==> config.mk <==
export PLATFORM = sky130hd
export DESIGN_NAME = ones_monitor
export DESIGN_NICKNAME = d
export VERILOG_FILES = /design/src/rtl/ones_mon_pkg.sv /design/src/rtl/merged_fsm.sv /design/src/rtl/tally_track.sv /design/src/rtl/run_track.sv /design/src/rtl/ones_monitor.sv
export SDC_FILE = /design/constraint.sdc
export NUM_CORES = 1
export LEC_CHECK = 0
export BUFFER_PORTS_ARGS = -buffer_cell sky130_fd_sc_hd__buf_2
export CORE_AREA = 2 2 39 41
export DETAILED_ROUTE_END_ITERATION = 8
export DIE_AREA = 0 0 41 43
export MAX_ROUTING_LAYER = met4
export PLACE_DENSITY_LB_ADDON = 0.15
export SETUP_SLACK_MARGIN = 0.3
export SLEW_MARGIN = 5
export SYNTH_ARGS = -nofsm -noshare
export SYNTH_HDL_FRONTEND = slang
export SYNTH_SLANG_ARGS = --single-unit
export TNS_END_PERCENT = 5
==> constraint.sdc <==
create_clock -name clk -period 1.4 [get_ports clk]
set_clock_uncertainty 0.05 [all_clocks]
set_input_delay 0.14 -clock clk [delete_from_list [all_inputs] [get_ports clk]]
set_output_delay 0.14 -clock clk [all_outputs]
set_load 0.005 [all_outputs]
==> src/rtl/ones_mon_pkg.sv <==
package ones_mon_pkg;
  timeunit 1ns;
  timeprecision 100ps;

  // tally of high samples, saturating at the total threshold
  localparam int TALLY_W   = 2;
  localparam int TALLY_SAT = (1 << TALLY_W) - 1;
  // length of the adjacent-ones window
  localparam int RUN_W     = 2;

  // minimized merged machine: tally / last bit / run flag
  typedef enum logic [3:0] {
    ST_IDLE     = 4'd0,  // tally 0
    ST_ONE_HI   = 4'd1,  // tally 1, last bit 1
    ST_ONE_LO   = 4'd2,  // tally 1, last bit 0
    ST_TWO_HI   = 4'd3,  // tally 2, last bit 1, no run yet
    ST_TWO_LO   = 4'd4,  // tally 2, last bit 0, no run yet
    ST_TWO_RUN  = 4'd5,  // tally 2, run seen
    ST_THREE_HI = 4'd6,  // tally 3, last bit 1, no run yet
    ST_THREE_LO = 4'd7,  // tally 3, last bit 0, no run yet
    ST_BOTH     = 4'd8   // absorbing: both flags set
  } mon_state_e;

  function automatic logic total_flag(input mon_state_e s);
    return (s == ST_THREE_HI) || (s == ST_THREE_LO) || (s == ST_BOTH);
  endfunction

  function automatic logic run_flag(input mon_state_e s);
    return (s == ST_TWO_RUN) || (s == ST_BOTH);
  endfunction
endpackage

==> src/rtl/merged_fsm.sv <==
module merged_fsm
  import ones_mon_pkg::*;
(
  input  logic clk,
  input  logic rst,
  input  logic a,
  output logic x,
  output logic y
);
  timeunit 1ns;
  timeprecision 100ps;

  mon_state_e state_q, state_d;
  logic       x_q, y_q;

  always_comb begin
    state_d = state_q;
    unique case (state_q)
      ST_IDLE:     state_d = a ? ST_ONE_HI   : ST_IDLE;
      ST_ONE_HI:   state_d = a ? ST_TWO_RUN  : ST_ONE_LO;
      ST_ONE_LO:   state_d = a ? ST_TWO_HI   : ST_ONE_LO;
      ST_TWO_HI:   state_d = a ? ST_BOTH     : ST_TWO_LO;
      ST_TWO_LO:   state_d = a ? ST_THREE_HI : ST_TWO_LO;
      ST_TWO_RUN:  state_d = a ? ST_BOTH     : ST_TWO_RUN;
      ST_THREE_HI: state_d = a ? ST_BOTH     : ST_THREE_LO;
      ST_THREE_LO: state_d = a ? ST_THREE_HI : ST_THREE_LO;
      ST_BOTH:     state_d = ST_BOTH;
      default:     state_d = ST_IDLE;
    endcase
  end

  always_ff @(posedge clk) begin
    if (rst) begin
      state_q <= ST_IDLE;
      x_q     <= 1'b0;
      y_q     <= 1'b0;
    end else begin
      state_q <= state_d;
      x_q     <= total_flag(state_d);
      y_q     <= run_flag(state_d);
    end
  end

  assign x = x_q;
  assign y = y_q;
endmodule

==> src/rtl/tally_track.sv <==
module tally_track
  import ones_mon_pkg::*;
#(
  parameter int W   = TALLY_W,
  parameter int SAT = TALLY_SAT
) (
  input  logic clk,
  input  logic rst,
  input  logic a,
  output logic x
);
  timeunit 1ns;
  timeprecision 100ps;

  localparam logic [W-1:0] SAT_V = W'(SAT);

  logic [W-1:0] cnt_q, cnt_d;
  logic         x_q;

  always_comb begin
    cnt_d = cnt_q;
    if (a && (cnt_q != SAT_V)) cnt_d = cnt_q + 1'b1;
  end

  always_ff @(posedge clk) begin
    if (rst) begin
      cnt_q <= '0;
      x_q   <= 1'b0;
    end else begin
      cnt_q <= cnt_d;
      x_q   <= (cnt_d == SAT_V);
    end
  end

  assign x = x_q;
endmodule

==> src/rtl/run_track.sv <==
module run_track
  import ones_mon_pkg::*;
#(
  parameter int W = RUN_W
) (
  input  logic clk,
  input  logic rst,
  input  logic a,
  output logic y
);
  timeunit 1ns;
  timeprecision 100ps;

  logic [W-1:0] sh_q, sh_d;
  logic         y_q;

  // shift until the window is all ones, then lock
  always_comb begin
    if (&sh_q) sh_d = sh_q;
    else       sh_d = {sh_q[W-2:0], a};
  end

  always_ff @(posedge clk) begin
    if (rst) begin
      sh_q <= '0;
      y_q  <= 1'b0;
    end else begin
      sh_q <= sh_d;
      y_q  <= &sh_d;
    end
  end

  assign y = y_q;
endmodule

==> src/rtl/ones_monitor.sv <==
module ones_monitor #(
  parameter int VARIANT = 0
) (
  input  logic clk,
  input  logic rst,
  input  logic a,
  output logic x,
  output logic y
);
  timeunit 1ns;
  timeprecision 100ps;

  generate
    if (VARIANT == 0) begin : g_merged
      merged_fsm u_fsm (.clk(clk), .rst(rst), .a(a), .x(x), .y(y));
    end else begin : g_split
      tally_track u_tally (.clk(clk), .rst(rst), .a(a), .x(x));
      run_track   u_run   (.clk(clk), .rst(rst), .a(a), .y(y));
    end
  endgenerate
endmodule

==> out/qor.txt <==
Status: finished clean
Avg WL per Cell: 12.2 um
Worst flop-to-flop path endpoint: g_merged.u_fsm.y
Setup crit end kind: flip-flop
Drt via density: 5.16
Final WS setup: 127 ps
Fmax: 0.786 GHz
Critical Path AT: 1370 ps
Routed Antenna Nets: 0
Post-synth EDFFs: 0
Row Count: 14
Worst Tran Pin Value: 299 ps
Core area: 1380 um^2
Initial Utilization: 0.256
Layout Nets: 58
Synth area leaders: dfxtp_1 34%, o21ai_0 5.7%, and3b_1 4.9%
YS warnings: 0
Largest net degree at the start of global routing: 8
Gpl congestion: 0.779
Initial antenna violation count: 0
Crit-path max FO: 5
Pins Over Slew Limit: 0
Worst R2R Path Depth: 2
Synth Register Bits: 6
Total track usage: 0.124
Vias: 356
Reg-to-Reg Start: g_merged.u_fsm.state_q[2]
Filler Cells Inserted: 149
Worst vdd ir: 0.802 mV
Post-DP HPWL: 585 um
GR Util met2: 0.216
PortBufs: 4
Most used DFF post-synth: dfxtp_1
Most frequent cell after synthesis: dfxtp_1
Relative slew slack: 0.796
Max Cap Viol: 0
Worst R2R Setup Slack: 130 ps
Ant diodes: 0
Period minus WS final: 1270 ps
DR iter-0 viols: 9
P&R area growth vs syn: 39.9%
Seq/Total Area, Yosys: 0.339
Die footprint: 1760 um^2
DRT Wirelength: 842 um
Met3 Resource Use GR: 0.0628
CP startpoint: g_merged.u_fsm.state_q[2]
Die Ht: 43 um
Most frequent cells after synthesis: 6 x dfxtp_1, 4 x nor2_1, 4 x o21ai_0, 3 x buf_2
Max Root-Sink Buffers: 2
CTS tree: done
First-pass GRT wire length: 1.38 mm
Sink Count: 6
Post-route setup TNS: 0 ps
Min-Delay Path Depth: 2
Pwr/cell area: 1420 nW/um^2
CTS buffer count: 3
Hold Startpoint: rst
Startpoint types: flip-flop
Vias in the first global route: 338
Asr flop ratio synth: 0
Router iterations before antenna repair: 4
Final Hold Viols: 0
Pre-CTS setup slack: 27.7 ps
Synth area leader: dfxtp_1
Worst-Skew Late Latency: 240 ps
Worst Setup Path Type: reg -> reg
H-tree lvl count: 1
Die width: 41 um
Clk slew on worst S/H paths: 40 ps
I/O pin count: 5
Yosys cell types: 23
RSZ-0062 raised after global routing: true
Min-Delay Path Class: in -> reg
Mapped Area: 354 um^2
Synth top area share: 0.339
Mapped Nets: 44
Hold Buf Count CTS: 0
Syn Area/Cell: 8.64 um^2
Final period utilization: 0.909
Layout cells sized above 1: 0.472
Leak pwr: 0.208 nW
Power Total: 0.702 mW
WHS Endpoint: g_merged.u_fsm.state_q[3]
Crit path required time: 1500 ps
Root Buffer: clkbuf_4
Total gr overflow: 0
Syn Inst Count: 41
GR peak layer: met2
Number of setup violations in the final report: 0
Met1 GRT Util: 0.109
DRC violations left: 0
## area by class of cell
cell class              count  area [um^2]  area share
clock buffers               3         22.5      0.0455
inverters                   1         3.75     0.00758
multi-input cells          31          236       0.477
flip-flops and latches      6          133       0.268
well taps                  16         20.0      0.0404
repair buffers             12         80.1       0.162
## worst max-delay path by stage
stage | depth (start not counted) | slack (ps) | end
6_report | 2 | 130 | g_merged.u_fsm.y
5_1_grt | 2 | 90 | g_merged.u_fsm.y
4_1_cts | 2 | 100 | g_merged.u_fsm.y
3_5_place_dp | 2 | 30 | g_merged.u_fsm.y
3_3_place_gp | 3 | 40 | g_merged.u_fsm.state_q[1]
2_1_floorplan | 2 | 210 | g_merged.u_fsm.y
## where the power goes
part	leakage, nW	switching (mW)	internal, mW
combinational	0.142	0.142	0.162
sequential	0.0516	0.0321	0.214
clock	0.0138	0.0562	0.0965
## per-stage QoR
step           hold slack, ps  instances  utilization  area [um^2]
2_1_floorplan             155         41            -          370
3_3_place_gp              321         61        0.300          415
3_5_place_dp              342         61        0.300          415
4_1_cts                  86.9         69        0.351          485
5_1_grt                   101         69        0.358          495
6_report                  107         69        0.358          495
## cell usage in the layout, fill, tap and decap left out, drive strengths merged, types with 2 or more instances in the layout
cell    instances
a211oi          2
a21oi           3
and3b           2
buf            12
clkbuf          3
dfxtp           6
nand2           2
nor2            4
nor2b           2
o21ai           4
## critical path, cell delays in order, from the launching register on
cell and delay [ps]:
dfxtp_4 350, or4b_4 530, a221oi_2 250
## cell families after synthesis
kind of cell,count (synthesis),share of synthesized area
multiplexers,1,0.0283
AND/OR/NAND/NOR,14,0.251
AO/OA/AOI/OAI,15,0.304
buffers and inverters,4,0.0530
XOR/XNOR,1,0.0247
flip-flops,6,0.339
## registers in the layout (all words and copies together) (netlist names)
register	count
g_merged.u_fsm.x	1
g_merged.u_fsm.y	1
g_merged.u_fsm.state_q	4
## layer usage
metal	wire length, um	vias up
met5	0	-
met4	0	0
met3	37	0
met2	465	10
met1	340	167
li1	-	179
## what timing repair did
action,CTS,global route
setup buffers,5,0
cloned,0,0
pin swaps,1,2
endpoints found under the setup margin,6,6
resized for setup,5,3
No activity file was read; power rests on OpenSTA's default activity.
